`src/rtl/booth4_pkg.sv`:
```
package booth4_pkg;

  // One recoded Booth digit: zero, or +/- (1 or 2) times the multiplicand
  typedef struct packed {
    logic zero;
    logic neg;
    logic dbl;
  } bdigit_t;

  typedef enum logic [0:0] {
    ST_IDLE = 1'b0,
    ST_RUN  = 1'b1
  } seq_state_t;

  // Window {upper, middle, lower} -> signed digit
  function automatic bdigit_t decode_window(input logic [2:0] win);
    bdigit_t d;
    d = '{zero: 1'b0, neg: 1'b0, dbl: 1'b0};
    unique case (win)
      3'b000, 3'b111: d.zero = 1'b1;
      3'b001, 3'b010: d     = '{zero: 1'b0, neg: 1'b0, dbl: 1'b0};
      3'b011:         d     = '{zero: 1'b0, neg: 1'b0, dbl: 1'b1};
      3'b100:         d     = '{zero: 1'b0, neg: 1'b1, dbl: 1'b1};
      default:        d     = '{zero: 1'b0, neg: 1'b1, dbl: 1'b0};
    endcase
    return d;
  endfunction

endpackage

```
`src/rtl/booth4_recode.sv`:
```
module booth4_recode
  import booth4_pkg::*;
(
  input  logic [2:0] win,
  output bdigit_t    digit
);

  always_comb digit = decode_window(win);

endmodule

```
`src/rtl/booth4_addend.sv`:
```
// Builds the accumulator term for one digit: sign-extended multiplicand,
// optionally doubled, optionally inverted (negation completes with cin).
module booth4_addend
  import booth4_pkg::*;
#(
  parameter int W = 8,
  localparam int AW = W + 2
) (
  input  logic [W-1:0]  mcand,
  input  bdigit_t       digit,
  output logic [AW-1:0] addend,
  output logic          cin
);

  logic [AW-1:0] one_x;
  logic [AW-1:0] two_x;
  logic [AW-1:0] mag;

  always_comb begin
    one_x  = {{2{mcand[W-1]}}, mcand};
    two_x  = {mcand[W-1], mcand, 1'b0};
    mag    = digit.dbl ? two_x : one_x;
    if (digit.zero) begin
      addend = '0;
      cin    = 1'b0;
    end else begin
      addend = digit.neg ? ~mag : mag;
      cin    = digit.neg;
    end
  end

endmodule

```
`src/rtl/booth4_seq.sv`:
```
// Iteration sequencer: accepts a start when idle, counts STEPS work cycles.
module booth4_seq
  import booth4_pkg::*;
#(
  parameter int STEPS = 4,
  localparam int CW = (STEPS > 1) ? $clog2(STEPS) : 1
) (
  input  logic clk,
  input  logic rst,
  input  logic start,
  output logic busy,
  output logic load,
  output logic step,
  output logic last
);

  seq_state_t    state_q;
  logic [CW-1:0] cnt_q;

  assign busy = (state_q == ST_RUN);
  assign load = start && !busy;
  assign step = busy;
  assign last = busy && (cnt_q == CW'(STEPS - 1));

  always_ff @(posedge clk) begin
    if (rst) begin
      state_q <= ST_IDLE;
      cnt_q   <= '0;
    end else if (load) begin
      state_q <= ST_RUN;
      cnt_q   <= '0;
    end else if (step) begin
      cnt_q <= cnt_q + 1'b1;
      if (last) state_q <= ST_IDLE;
    end
  end

endmodule

```
`src/rtl/booth4_mul.sv`:
```
// Radix-4 Booth sequential signed multiplier. W must be even and at least 4.
module booth4_mul
  import booth4_pkg::*;
#(
  parameter int W = 8,
  localparam int AW = W + 2,
  localparam int STEPS = W / 2,
  localparam int PW = 2 * W
) (
  input  logic          clk,
  input  logic          rst,
  input  logic          start,
  input  logic [W-1:0]  mcand,
  input  logic [W-1:0]  mplier,
  output logic          busy,
  output logic          done,
  output logic [PW-1:0] product
);

  logic load, step, last;

  booth4_seq #(.STEPS(STEPS)) u_seq (
    .clk  (clk),
    .rst  (rst),
    .start(start),
    .busy (busy),
    .load (load),
    .step (step),
    .last (last)
  );

  // Datapath state: high accumulator, shifting multiplier, guard bit below it
  logic [W-1:0]  mcand_q;
  logic [AW-1:0] acc_q;
  logic [W-1:0]  mq_q;
  logic          guard_q;

  bdigit_t       digit;
  logic [AW-1:0] addend;
  logic          cin;
  logic [AW-1:0] sum;
  logic [AW-1:0] acc_nx;
  logic [W-1:0]  mq_nx;

  booth4_recode u_rec (
    .win  ({mq_q[1:0], guard_q}),
    .digit(digit)
  );

  booth4_addend #(.W(W)) u_add (
    .mcand (mcand_q),
    .digit (digit),
    .addend(addend),
    .cin   (cin)
  );

  always_comb begin
    sum    = acc_q + addend + AW'(cin);
    acc_nx = {{2{sum[AW-1]}}, sum[AW-1:2]};
    mq_nx  = {sum[1:0], mq_q[W-1:2]};
  end

  always_ff @(posedge clk) begin
    if (rst) begin
      mcand_q <= '0;
      acc_q   <= '0;
      mq_q    <= '0;
      guard_q <= 1'b0;
    end else if (load) begin
      mcand_q <= mcand;
      acc_q   <= '0;
      mq_q    <= mplier;
      guard_q <= 1'b0;
    end else if (step) begin
      acc_q   <= acc_nx;
      mq_q    <= mq_nx;
      guard_q <= mq_q[1];
    end
  end

  // Registered result and completion pulse
  always_ff @(posedge clk) begin
    if (rst) begin
      product <= '0;
      done    <= 1'b0;
    end else begin
      done <= last;
      if (last) product <= {acc_nx[W-1:0], mq_nx};
    end
  end

endmodule

```
`config.mk`:
```
export PLATFORM = sky130hd
export DESIGN_NAME = booth4_mul
export DESIGN_NICKNAME = d
export VERILOG_FILES = /design/src/rtl/booth4_pkg.sv /design/src/rtl/booth4_recode.sv /design/src/rtl/booth4_addend.sv /design/src/rtl/booth4_seq.sv /design/src/rtl/booth4_mul.sv
export SDC_FILE = /design/constraint.sdc
export NUM_CORES = 1
export LEC_CHECK = 0
export ABC_AREA = 1
export BUFFER_PORTS_ARGS = -buffer_cell sky130_fd_sc_hd__buf_2
export CAP_MARGIN = 30
export CELL_PAD_IN_SITES_DETAIL_PLACEMENT = 1
export CELL_PAD_IN_SITES_GLOBAL_PLACEMENT = 1
export CORE_ASPECT_RATIO = 1.75
export CORE_MARGIN = 2
export CORE_UTILIZATION = 40
export DETAILED_ROUTE_END_ITERATION = 8
export PLACE_DENSITY = 0.79
export SKIP_CTS_REPAIR_TIMING = 1
export SYNTH_ARGS = -nofsm -noshare
export SYNTH_HDL_FRONTEND = slang
export SYNTH_SLANG_ARGS = --single-unit
```
`constraint.sdc`:
```
create_clock -name clk -period 2.8 [get_ports clk]
set_clock_uncertainty 0.1 [all_clocks]
set_input_delay 0.14 -clock clk [delete_from_list [all_inputs] [get_ports clk]]
set_output_delay 0.14 -clock clk [all_outputs]
set_load 0.01 [all_outputs]
```
==> results.txt <==
fin nets - 411
Slew headroom - 74.62%
die area - 0.006472 mm2
cell taking the most area after synthesis - dfxtp_1
Overall Global Routing Usage - 20.86%
Worst-Margin Slew - 0.3803 ns
Cells after Synth - 342
synthesized net count - 372
sequential share of the synthesized area - 38.69%
Setup WS pre-CTS - 0.1369 ns
Max Freq - 387.9 MHz
multi-input logic area - 0.001185 mm2
Flop pwr share - 48.9%
ANT nets after route - 0
Antenna diodes - 0
status - complete, but fails checks
CTS tree - done
routability cong. - 0.8874
RSZ-0062 raised after global routing - yes
CTS Buf Count - 5
# fillers - 811
Worst Path Required - 2.91 ns
reg2reg path depth - 16
count of final setup violators - 0
share of layout cells above drive strength 1 - 17.02%
Final HPWL DP - 4849 um
DRT iter0 DRCs - 50
synthesis-to-finish area growth - 16.07%
Vias per Instance - 4.897
PwrDens - 519.8 mW/mm2
Clock Pin Slew Worst Setup and Hold Paths - 0.09 ns
initial antenna violation count - 0
Fin. Hold Viols - 2
Lkg Pwr - 0.001424 uW
Net Sw Frac - 31.87%
vias in the first global route - 2305
part of the cycle the worst path needs - 92.08%
reg2reg start - mq_q[0]$_SDFFE_PP0P_
sw power - 447.7 uW
effective utilization at floorplan - 41.69%
Setup crit start - mq_q[0]$_SDFFE_PP0P_
Synth top area share - 38.69%
Clock Tree Buf Depth - 2
setup slack, reg-to-reg - 0.22 ns
failing checks - hold timing
Syn Std Cell Area - 0.002328 mm2
PortBufs - 36
critical path fanouts, max - 13
drt wl/cell - 13.47 um
global-route wire length before repair - 10160 um
Die H - 104.9 um
number of distinct library cells after synthesis - 29
Die Wd - 61.68 um
Core Region - 0.005585 mm2
First-pass DRT Iterations - 4
worst ir drop on vdd - 0.0003265 V
hold slack - -0.01139 ns
final setup margin - 0.2219 ns
worst r2r dst - acc_q[1]$_SDFFE_PP0P_
CP Capture Type - register
worst-skew pair later-pin latency - 0.30 ns
I/O pin count - 37
via count - 2243
final worst path period need - 2.578 ns
Clk pwr share - 29.0%
post-route cell area - 0.002703 mm2
Cell Int Power - 957.1 uW
HP Class - in -> reg
CTS root buffer - clkbuf_8
Site Rows - 36
Final Max Tran Viols - 0
Synth Warn # - 0
WL final - 6171 um
crit path capture - acc_q[1]$_SDFFE_PP0P_
combinational cell fraction of total power - 22.1%
GRT overflow - 0
synthesized flop and latch total - 45
Avg Cell Area, Syn - 6.808 um2
H-tree depth - 2
Arrival @ worst endpoint - 2.69 ns
FF/Latch Area - 904.6 um2
top cells by area, synth - dfxtp_1 39%, nand2_1 17%, inv_1 8.7%
largest net degree at the start of global routing - 23
critical path class - reg -> reg
total clock sinks - 45
Worst setup SP type - register
drt drc - 0
MaxCap Viol Count - 0
Placed Area - 0.002571 mm2
[worst min path at each step]
stage / startpoint / endpoint / slack (ns) / depth (start not counted)
floorplan: rst / done$_SDFF_PP0_ / 0.12 / 1
finish: mcand[7] / mcand_q[7]$_SDFFE_PP0P_ / -0.01 / 3
detailed placement: mcand[7] / mcand_q[7]$_SDFFE_PP0P_ / 0.31 / 3
global route: mcand[7] / mcand_q[7]$_SDFFE_PP0P_ / 0.008 / 3
global placement: mcand[7] / mcand_q[7]$_SDFFE_PP0P_ / 0.29 / 3
CTS: rst / done$_SDFF_PP0_ / -0.01 / 2
[flip-flops by register name, summed over array words and instances (netlist names)]
signal,cells
acc_q,8
done,1
guard_q,1
mcand_q,8
mq_q,8
product,16
u_seq.busy,1
u_seq.cnt_q,2
[logic make-up (layout without fill, tap and decap cells)]
logic type               Yosys count  after routing  synth area share (%)
AO/OA/AOI/OAI                     65             65                 15.85
XOR/XNOR                           4              4                 1.505
adder cells (fa/ha/maj)           11             11                 6.556
buffers and inverters             66            106                 11.23
flip-flops                        45             45                 38.69
AND/OR/NAND/NOR                  151            151                 26.17
[per-stage QoR]
stage | hold WS (ns) | power, uW | util [%] | TNS [ns] | cells
finish | -0.01139 | 1405 | 48.39 | 0 | 458
global placement | 0.2900 | 998.1 | 46.03 | 0 | 447
floorplan | 0.1221 | 916.3 | - | 0 | 342
global route | 0.008212 | 1485 | 48.39 | -0.1748 | 458
CTS | -0.01119 | 1410 | 47.54 | 0 | 455
detailed placement | 0.3081 | 1008 | 46.03 | 0 | 447
[cell usage after synthesis (all sizes together)]
library cell	count
a21o	1
a21oi	17
buf	6
clkbuf	3
dfxtp	45
fa	2
ha	9
inv	57
nand2	110
nand3	11
nand3b	1
nand4	1
nor2	28
o211ai	1
o21a	1
o21ai	38
o21bai	1
o221ai	6
xnor2	3
xor2	1
[final cells by class]
class | instances | share of cell area [%]
multi-input cells | 231 | 43.84
flip-flops and latches | 45 | 33.47
repair buffers | 41 | 8.148
inverters | 57 | 7.917
well taps | 76 | 3.519
clock inverters | 1 | 0.2778
clock buffers | 7 | 2.824
[layer usage]
metal / routed length (um) / vias to the layer above / GRT usage [%]
li1: - / 1144 / -
met1: 2238 / 1062 / 20.87
met2: 3669 / 27 / 39.02
met3: 123 / 10 / 3.589
met4: 140 / 0 / 8.663
met5: 0 / - / 0
[power groups by stage]
stage	Combinational [uW]	Sequential [uW]	Clock [uW]
4_1_cts	308	687	415
5_1_grt	355	691	439
6_report	311	687	407
3_3_place_gp	298	701	0
3_5_place_dp	306	702	0
2_1_floorplan	219	697	0
[placed cells by master, fill, tap and decap left out]
cell type      count
o211ai_1           1
buf_2             36
nand3b_1           1
dfxtp_1           42
buf_4              4
o21a_1             1
o21ai_1            6
nand2_1          107
clkbuf_8           5
dlygate4sd3_1      1
xnor2_1            3
o21bai_1           1
o221ai_1           6
nor2_4             1
inv_1             54
dfxtp_2            3
fa_1               1
fa_2               1
xor2_1             1
o21ai_2            3
nand3_2            1
nor2_2             1
a21o_1             1
ha_1               9
o21ai_0           29
nand2_4            1
nand3_1           10
inv_2              3
a21oi_1           14
clkinvlp_4         1
nand2_2            2
a21oi_2            3
nor2_1            26
clkbuf_1           2
nand4_1            1
[worst max-delay path: stages, from the launching register on]
cell,delay [ns]
dfxtp_2,0.35
nor2_2,0.14
nand2_1,0.12
nand2_4,0.16
nor2_1,0.07
a21oi_2,0.13
nand2_1,0.08
o21ai_0,0.08
inv_1,0.09
ha_1,0.34
nand2_1,0.09
nand2_1,0.06
o21bai_1,0.18
xnor2_1,0.28
nand2_1,0.10
nand2_1,0.08
inv_1,0.04
No activity file was read; power rests on OpenSTA's default activity.
